File: config.mk
export PLATFORM = sky130hd
export DESIGN_NAME = tcc_pair
export DESIGN_NICKNAME = d
export VERILOG_FILES = /design/src/rtl/tcc_pkg.sv /design/src/rtl/tcc_filt.sv /design/src/rtl/tcc_chan.sv /design/src/rtl/tcc_pair.sv
export SDC_FILE = /design/constraint.sdc
export NUM_CORES = 1
export LEC_CHECK = 0
export ABC_CLOCK_PERIOD_IN_PS = 3600
export BUFFER_PORTS_ARGS = -buffer_cell sky130_fd_sc_hd__buf_4
export CORE_ASPECT_RATIO = 1.1
export CORE_MARGIN = 2
export CORE_UTILIZATION = 54
export CTS_CLUSTER_SIZE = 20
export DETAILED_ROUTE_END_ITERATION = 12
export GPL_ROUTABILITY_DRIVEN = 0
export PLACE_DENSITY = 0.86
export SYNTH_ARGS = -nofsm -noshare
export SYNTH_HDL_FRONTEND = slang
export SYNTH_SLANG_ARGS = --single-unit
export TNS_END_PERCENT = 10
File: constraint.sdc
create_clock -name clk -period 3.6 [get_ports clk]
set_clock_uncertainty 0.1 [all_clocks]
set_input_delay 0.72 -clock clk [delete_from_list [all_inputs] [get_ports clk]]
set_output_delay 0.72 -clock clk [all_outputs]
set_load 0.005 [all_outputs]
File: src/rtl/tcc_pkg.sv
`timescale 1ns/1ps
package tcc_pkg;
    typedef enum logic [1:0] {
        FN_OFF = 2'b00,
        FN_CMP = 2'b01,
        FN_CAP = 2'b10,
        FN_RSV = 2'b11
    } func_e;

    typedef enum logic [1:0] {
        DS_WAIT_A = 2'b00,
        DS_WAIT_B = 2'b01,
        DS_HOLD   = 2'b10
    } dual_e;

    // bit 0 qualifies rising edges, bit 1 qualifies falling edges
    function automatic logic edge_hit(input logic [1:0] sel, input logic rise, input logic fall);
        return (sel[0] & rise) | (sel[1] & fall);
    endfunction
endpackage

File: src/rtl/tcc_filt.sv
`timescale 1ns/1ps
module tcc_filt #(
    parameter int FILT_W = 4
) (
    input  logic              clk,
    input  logic              rst_n,
    input  logic              raw_i,
    input  logic [FILT_W-1:0] len_i,
    output logic              rise_o,
    output logic              fall_o
);
    localparam int RW = FILT_W + 1;

    typedef struct packed {
        logic              smp;
        logic              lvl;
        logic              prv;
        logic [FILT_W-1:0] run;
    } filt_s;

    filt_s st_d, st_q;
    logic [RW-1:0] run_nx;

    always_comb begin
        st_d     = st_q;
        run_nx   = {1'b0, st_q.run} + RW'(1);
        st_d.smp = raw_i;
        st_d.prv = st_q.lvl;
        if (st_q.smp == st_q.lvl) begin
            st_d.run = '0;
        end else if ((len_i == '0) || (run_nx >= {1'b0, len_i})) begin
            st_d.lvl = st_q.smp;
            st_d.run = '0;
        end else begin
            st_d.run = run_nx[FILT_W-1:0];
        end
    end

    always_ff @(posedge clk) begin
        if (!rst_n) st_q <= '0;
        else        st_q <= st_d;
    end

    assign rise_o = st_q.lvl & ~st_q.prv;
    assign fall_o = ~st_q.lvl & st_q.prv;

    logic lvl_w, smp_w;
    logic [FILT_W-1:0] run_w;
    assign lvl_w = st_q.lvl;
    assign smp_w = st_q.smp;
    assign run_w = st_q.run;


    filt_agree_chk: assert property (@(posedge clk) disable iff (!rst_n)
        (smp_w == lvl_w) |=> $stable(lvl_w));

    filt_first_diff_chk: assert property (@(posedge clk) disable iff (!rst_n)
        ((len_i > FILT_W'(1)) && (run_w == '0) && (smp_w != lvl_w)) |=> $stable(lvl_w));
endmodule

File: src/rtl/tcc_chan.sv
`timescale 1ns/1ps
module tcc_chan
    import tcc_pkg::*;
#(
    parameter int CNT_W = 16
) (
    input  logic             clk,
    input  logic             rst_n,
    input  logic [CNT_W-1:0] cnt_i,
    input  logic [1:0]       func_i,
    input  logic [1:0]       act_i,
    input  logic             cap_evt_i,
    input  logic             wr_i,
    input  logic [CNT_W-1:0] wdata_i,
    input  logic             clr_i,
    input  logic             ie_i,
    input  logic             dma_en_i,
    output logic [CNT_W-1:0] val_o,
    output logic             pin_o,
    output logic             flag_o,
    output logic             irq_o,
    output logic             dma_o
);
    typedef struct packed {
        logic [CNT_W-1:0] val;
        logic             pin;
        logic             flag;
    } chan_s;

    chan_s st_d, st_q;
    logic  hit, evt;

    assign hit = (func_i == FN_CMP) && (cnt_i == st_q.val);
    assign evt = hit | cap_evt_i;

    always_comb begin
        st_d = st_q;
        if (cap_evt_i)  st_d.val = cnt_i;
        else if (wr_i)  st_d.val = wdata_i;
        if (hit) begin
            case (act_i)
                2'b01:   st_d.pin = ~st_q.pin;
                2'b10:   st_d.pin = 1'b0;
                2'b11:   st_d.pin = 1'b1;
                default: st_d.pin = st_q.pin;
            endcase
        end
        st_d.flag = evt | (st_q.flag & ~clr_i);
    end

    always_ff @(posedge clk) begin
        if (!rst_n) st_q <= '0;
        else        st_q <= st_d;
    end

    assign val_o  = st_q.val;
    assign pin_o  = st_q.pin;
    assign flag_o = st_q.flag;
    assign irq_o  = st_q.flag & ie_i & ~dma_en_i;
    assign dma_o  = st_q.flag & ie_i & dma_en_i;


    flag_set_chk: assert property (@(posedge clk) disable iff (!rst_n)
        evt |=> flag_o);

    flag_clr_chk: assert property (@(posedge clk) disable iff (!rst_n)
        (clr_i && !evt) |=> !flag_o);

    cap_store_chk: assert property (@(posedge clk) disable iff (!rst_n)
        cap_evt_i |=> (val_o == $past(cnt_i)));

    wr_load_chk: assert property (@(posedge clk) disable iff (!rst_n)
        (wr_i && !cap_evt_i) |=> (val_o == $past(wdata_i)));

    pin_hold_chk: assert property (@(posedge clk) disable iff (!rst_n)
        !hit |=> $stable(pin_o));
endmodule

File: src/rtl/tcc_pair.sv
`timescale 1ns/1ps
module tcc_pair
    import tcc_pkg::*;
#(
    parameter int CNT_W  = 16,
    parameter int FILT_W = 4
) (
    input  logic                       clk,
    input  logic                       rst_n,
    input  logic [CNT_W-1:0]           cnt_i,
    input  logic [1:0]                 cap_i,
    input  logic [1:0][1:0]            func_i,
    input  logic [1:0][1:0]            act_i,
    input  logic [1:0][FILT_W-1:0]     filt_i,
    input  logic [1:0]                 wr_i,
    input  logic [CNT_W-1:0]           wdata_i,
    input  logic                       dual_i,
    input  logic                       cont_i,
    input  logic                       arm_i,
    input  logic [1:0]                 clr_i,
    input  logic [1:0]                 ie_i,
    input  logic [1:0]                 dma_en_i,
    output logic [1:0][CNT_W-1:0]      val_o,
    output logic [1:0]                 pin_o,
    output logic [1:0]                 flag_o,
    output logic [1:0]                 irq_o,
    output logic [1:0]                 dma_o
);
    localparam int NCH = 2;

    typedef struct packed {
        dual_e st;
    } pair_s;

    pair_s pr_d, pr_q;

    logic [NCH-1:0]      rise, fall, sgl_evt, cap_evt;
    logic [NCH-1:0][1:0] eff_func;
    logic                dua, dub;

    for (genvar g = 0; g < NCH; g++) begin : g_ch
        tcc_filt #(.FILT_W(FILT_W)) u_filt (
            .clk    (clk),
            .rst_n  (rst_n),
            .raw_i  (cap_i[g]),
            .len_i  (filt_i[g]),
            .rise_o (rise[g]),
            .fall_o (fall[g])
        );

        assign sgl_evt[g]  = (func_i[g] == FN_CAP) && edge_hit(act_i[g], rise[g], fall[g]);
        assign eff_func[g] = dual_i ? FN_CAP : func_i[g];

        tcc_chan #(.CNT_W(CNT_W)) u_chan (
            .clk       (clk),
            .rst_n     (rst_n),
            .cnt_i     (cnt_i),
            .func_i    (eff_func[g]),
            .act_i     (act_i[g]),
            .cap_evt_i (cap_evt[g]),
            .wr_i      (wr_i[g]),
            .wdata_i   (wdata_i),
            .clr_i     (clr_i[g]),
            .ie_i      (ie_i[g]),
            .dma_en_i  (dma_en_i[g]),
            .val_o     (val_o[g]),
            .pin_o     (pin_o[g]),
            .flag_o    (flag_o[g]),
            .irq_o     (irq_o[g]),
            .dma_o     (dma_o[g])
        );
    end

    // paired mode: both halves look at input 0
    assign dua = (pr_q.st == DS_WAIT_A) && edge_hit(act_i[0], rise[0], fall[0]);
    assign dub = (pr_q.st == DS_WAIT_B) && edge_hit(act_i[1], rise[0], fall[0]);

    assign cap_evt[0] = dual_i ? dua : sgl_evt[0];
    assign cap_evt[1] = dual_i ? dub : sgl_evt[1];

    always_comb begin
        pr_d = pr_q;
        if (!dual_i || arm_i) begin
            pr_d.st = DS_WAIT_A;
        end else begin
            case (pr_q.st)
                DS_WAIT_A: if (dua) pr_d.st = DS_WAIT_B;
                DS_WAIT_B: if (dub) pr_d.st = cont_i ? DS_WAIT_A : DS_HOLD;
                default:   pr_d.st = DS_HOLD;
            endcase
        end
    end

    always_ff @(posedge clk) begin
        if (!rst_n) pr_q <= '{st: DS_WAIT_A};
        else        pr_q <= pr_d;
    end


    oneshot_hold_chk: assert property (@(posedge clk) disable iff (!rst_n)
        (dual_i && !cont_i && !arm_i && cap_evt[1]) |=> (pr_q.st == DS_HOLD));

    hold_quiet_chk: assert property (@(posedge clk) disable iff (!rst_n)
        (dual_i && (pr_q.st == DS_HOLD)) |=> ($stable(val_o) || $past(arm_i) || $past(|wr_i)));

    dual_order_chk: assert property (@(posedge clk) disable iff (!rst_n)
        (dual_i && !arm_i && cap_evt[0]) |=> (pr_q.st == DS_WAIT_B));
endmodule

Word level (Yosys, flattened, before mapping):

Index checks and enable logic that the tools add are counted.

* register bits: 52
* word-level logic and storage cells: 113

* add/sub/neg operators: 2
* magnitude comparators: 2
* equality and inequality tests: 17
* multiplexer cells: 14
* bitwise logic cells: 38
* reduce and logical (&&, ||, !) cells: 25

Operators with widths (count)
* two-way mux 16 bit: 4
* == test 16 bit: 2
* bitwise AND 1 bit: 18
* NOT 1 bit: 13
* == test 2 bit, second input constant: 6
* adder 4 x 1 -> 5 bit, second input constant: 2
* == test 2 x 1 -> 1 bit, second input constant: 5
* greater-or-equal comparator 5 x 4 -> 1 bit: 2
* two-way mux 2 bit: 5
* AND reduction 2 bit: 5
* logical NOT 4 bit: 2
* OR 1 bit: 7
* logical AND 1 bit: 6
* one-hot mux 1 bit (3 select lines): 2
* nonzero test 3 bit: 2
* OR reduction 3 bit: 2
* != test 2 bit, second input constant: 2
* one-hot mux 2 bit (2 select lines): 1
* nonzero test 2 bit: 2
* logical OR 1 bit: 3
* == test 1 bit: 2
* logical NOT 2 bit: 1
* two-way mux 1 bit: 2
* OR reduction 2 bit: 1
* logical NOT 1 bit: 1

Longest topological paths before layout:

* word-level depth: 8
* mapped depth: 8
* mapped depth without buffers: 8

Hierarchy:

A second synthesis with hierarchy kept.

* cell total of the unflattened synthesis: 346
* area total of the unflattened synthesis: 3031.7 sq um

Modules (own cells, without submodules)
* tcc_chan: instances 2, cells each 123, area an instance 1044.8 sq um, sequential area each 360.3 sq um
* tcc_filt: instances 2, cells each 38, area an instance 381.6 sq um, sequential area each 140.1 sq um
* tcc_pair: instances 1, cells each 24, area an instance 178.9 sq um, sequential area each 40.0 sq um

Worst setup path after synthesis:

No wires, ideal clock.

* path type: in2reg
* start point: input filt_i[4] (netlist name)
* end point: register g_ch[1].u_filt.st_q (netlist bit g_ch[1].u_filt.lvl_w)
* setup time: 0.128 ns
* arrival: 1.864 ns
* required time: 3.372 ns
* setup slack: 1.508 ns
* cell stages on the path: 7
* path buffers: 0
* path through: ha_1 > nand2b_1 > a21o_1 > a21o_1 > a21oi_1 > mux2i_1 > nor2_1

* cells in the longest elaborated chain, start to end: 3
* elaborated cells between the ends (all ways): 4

RTL lines
* from (decl): RTL line tcc_pair.sv:14 `input logic [1:0][FILT_W-1:0] filt_i,`
* greater-or-equal comparator 5 x 4 -> 1 bit / logical NOT 4 bit (equally long branches): RTL line tcc_filt.sv:31 `end else if ((len_i == '0) || (run_nx >= {1'b0, len_i})) begin`
* logical OR 1 bit (*): RTL line tcc_filt.sv:31
* AND reduction 2 bit (no line) (*)
* to (signal assigned): RTL line tcc_filt.sv:41 `else st_q <= st_d;`
* to (decl): RTL line tcc_filt.sv:21 `filt_s st_d, st_q;`

Every way passes the cells marked *; elsewhere a longest branch is shown, timed or not.
A chain may end at the register's enable or synchronous reset.

Final worst setup path:

* start point: input cnt_i[4]
* end point: register g_ch[1].u_chan.st_q (netlist bit g_ch[1].u_chan.pin_o)

* cells in the longest elaborated chain, start to end: 3

RTL lines
* from (decl): RTL line tcc_pair.sv:10 `input logic [CNT_W-1:0] cnt_i,`
* == test 16 bit: RTL line tcc_chan.sv:33 `assign hit = (func_i == FN_CMP) && (cnt_i == st_q.val);`
* logical AND 1 bit: RTL line tcc_chan.sv:33
* AND reduction 2 bit (no line)
* to (signal assigned): RTL line tcc_chan.sv:53 `else st_q <= st_d;`
* to (decl): RTL line tcc_chan.sv:30 `chan_s st_d, st_q;`

No other way between the ends.

==> metrics.txt <==
final wirelength 6980 um; Logic pwr share 0.187; Slew Limit Fails 0; grt ovf 0; static leakage 0.00174 uW; core area 0.00507 mm2; Reg clk slew, reported paths 0.09 ns; Fmax 465 MHz; distinct cell type count after synthesis 36; commonest non-fill, non-tap cell in the layout buf_4; Final Core Density 0.733; Final Worst Setup Slack 1.45 ns; MaxCap Viol Count 0; syn_area_per_cell 9.08 um2; clock period minus worst slack 2.15 ns; DRC viols 0; num ports 103; Post-Syn Area 0.00286 mm2; area grow syn2layout 29.8%; CP Data Arrival Time 2.24 ns; CP cell instances buf_4, xor2_1, nor4_1, nand4_1, nor3_1, mux2i_1, a21oi_1; DRT Pass-1 Iters 4; CTS tree built; Post-Syn Instances 315; Post-CTS Setup Bufs 0; crit path max-delay cell type nor3_1; final worst-path cycle share 0.597; Critical Path Start Type primary input; chip height 80.3 um; Iter 0 DRT Violations 67; Internal 947 uW; total CTS buffers 5; Ant. Diodes 0; filler instances 395; largest net degree at the start of global routing 38; RSZ-0062 raised after global routing no; via count 2563; final hold violation count 0; worst hold path depth 1; Power Density 342 mW/mm2; CTS H-Tree Depth 2; share of layout cells above drive strength 1 0.281; vias in the first global route 2604; hold buffer count at CTS 0; synth warn 0; Seq cells post-synth 52; Final #Nets 478; die area 0.00590 mm2; Routed Antenna Nets 0; clock power share 0.316; clk sinks 52; post-synthesis sequential area ratio 0.364; GRT Total Usage 0.251; row cnt 27; TNS Setup 0 ns; Place WS 1.12 ns; CTS Buffer Depth 2; maximum VDD drop 0.278 mV; worst-path fanout max 4; worst-skew pair later-pin latency 0.31 ns; drt wl/cell 15.0 um; Tightest Hold Check Type register to register; CP Depth 7; status completed; Relative slew margins 0.700; first-pass GRT wire length 11500 um; post-CTS resize count 0; switching part of the total 0.253; flop2flop setup slack 1.62 ns; reg2reg path depth 6; Worst Path Required 3.69 ns; Power Total 1270 uW; post-detail-place hpwl 5270 um; Vias/cell 5.52; initial antenna violation count 0; synthesized net count 388; worst setup path category primary input to register; Flop pwr share 0.497; Critical Path Sink Type register; port buffer count 102; switching power 321 uW; Buf/Inv on CP 1; commonest non-fill, non-tap cells in the layout buf_4, dfxtp_1, nor2_1; Die W 73.4 um; Crit path max-delay family simple AND/OR/NAND/NOR gates; initial core utilization 0.565; WHS 0.369 ns; Final setup viols 0; CTS root buf clkbuf_8; Worst Tran Pin Value 0.447 ns; slowest cell delay on critical path 0.42 ns
per-layer routing:
layer / wire (um) / GRT usage
met3: 411 / 0.0627
met5: 0 / 0
met2: 3620 / 0.454
met1: 2850 / 0.288
met4: 101 / 0.0727
flip-flops by register name, indices dropped and copies added (netlist names):
signal and count:
g_ch.u_filt.smp_w 2, pr_q 2, g_ch.u_filt.lvl_w 2, g_ch.u_filt.run_w 8
g_ch.u_chan.flag_o 2, g_ch.u_chan.pin_o 2, g_ch.u_chan.val_o 32, g_ch.u_filt.st_q 2
per-stage QoR:
stage / cell area (um2) / std cells
CTS: 3710 / 464
global placement: 3610 / 456
detailed placement: 3610 / 456
global route: 3710 / 464
finish: 3710 / 464
floorplan: 2860 / 315
path summary, 6_finish.rpt:
check | start | endpoint
min | g_ch[0].u_filt.run_w[0] | g_ch[0].u_filt.run_w[0]
max | cnt_i[4] | g_ch[1].u_chan.pin_o
max reg2reg | g_ch[1].u_chan.val_o[10] | g_ch[1].u_chan.pin_o
min reg2reg | g_ch[0].u_filt.run_w[0] | g_ch[0].u_filt.run_w[0]
logic make-up (layout without fill, tap and decap cells):
logic type      Yosys count  count (layout)  synth area share
buf+inv                  33             124            0.0564
flops                    52              52             0.364
mux                      35              35             0.122
xor+xnor                 38              38             0.116
simple gates             93              93             0.160
compound gates           54              54             0.138
fa+ha+maj                10              10            0.0437
power by group through the flow:
stage                     Clock (uW)  Sequential (uW)  Combinational (uW)
after floorplan                    0              640                 112
after global placement             0              642                 232
after detailed placement           0              643                 239
after CTS                        405              630                 240
after global routing             427              634                 260
final                            400              630                 238
synthesized netlist by cell type:
| cell type | n | area [um2] |
|---|---|---|
| dfxtp_1 | 52 | 1040 |
| nor2_1 | 44 | 165 |
| mux2i_1 | 35 | 350 |
| a211oi_1 | 32 | 240 |
| xnor2_1 | 22 | 193 |
| xor2_1 | 16 | 140 |
| inv_1 | 11 | 41.3 |
| ha_1 | 10 | 125 |
| buf_4 | 8 | 60.1 |
| nor2b_1 | 8 | 50.1 |
| clkbuf_1 | 7 | 26.3 |
| nand2_1 | 7 | 26.3 |
| a21oi_1 | 6 | 30.0 |
| buf_2 | 6 | 30.0 |
| nand3_1 | 6 | 30.0 |
| nor4_1 | 6 | 37.5 |
| nand4_1 | 5 | 31.3 |
| a21o_1 | 4 | 30.0 |
| a31oi_1 | 4 | 25.0 |
| and2_1 | 4 | 25.0 |
| nand2b_1 | 4 | 25.0 |
| nor3b_1 | 3 | 22.5 |
| and3_1 | 2 | 12.5 |
| a22o_1 | 1 | 8.76 |
| a22oi_1 | 1 | 7.51 |
| a311o_1 | 1 | 10.0 |
| a31oi_2 | 1 | 12.5 |
| buf_1 | 1 | 3.75 |
| nand3b_1 | 1 | 7.51 |
| nor3_1 | 1 | 5.00 |
| nor4bb_1 | 1 | 10.0 |
| o21ai_1 | 1 | 5.00 |
| o22ai_1 | 1 | 6.26 |
| o2bb2a_1 | 1 | 10.0 |
| o41ai_1 | 1 | 8.76 |
| or3b_1 | 1 | 8.76 |
worst reg2reg max path, stage by stage (launching register included):
cell and delay, ns:
dfxtp_1 0.35, xor2_1 0.17, nor4_1 0.31, nand4_1 0.18, nor3_1 0.42, mux2i_1 0.24
a21oi_1 0.08
layout make-up:
class / count / area (um2) / area share
clock buffer: 6 / 72.6 / 0.0195
clock inverter: 2 / 35.0 / 0.00943
inverter: 11 / 41.3 / 0.0111
multi-input combinational: 230 / 1660 / 0.448
sequential: 52 / 1040 / 0.280
tap: 58 / 72.6 / 0.0195
timing repair buffer: 105 / 788 / 0.212
(Power assumes the default switching activity.)
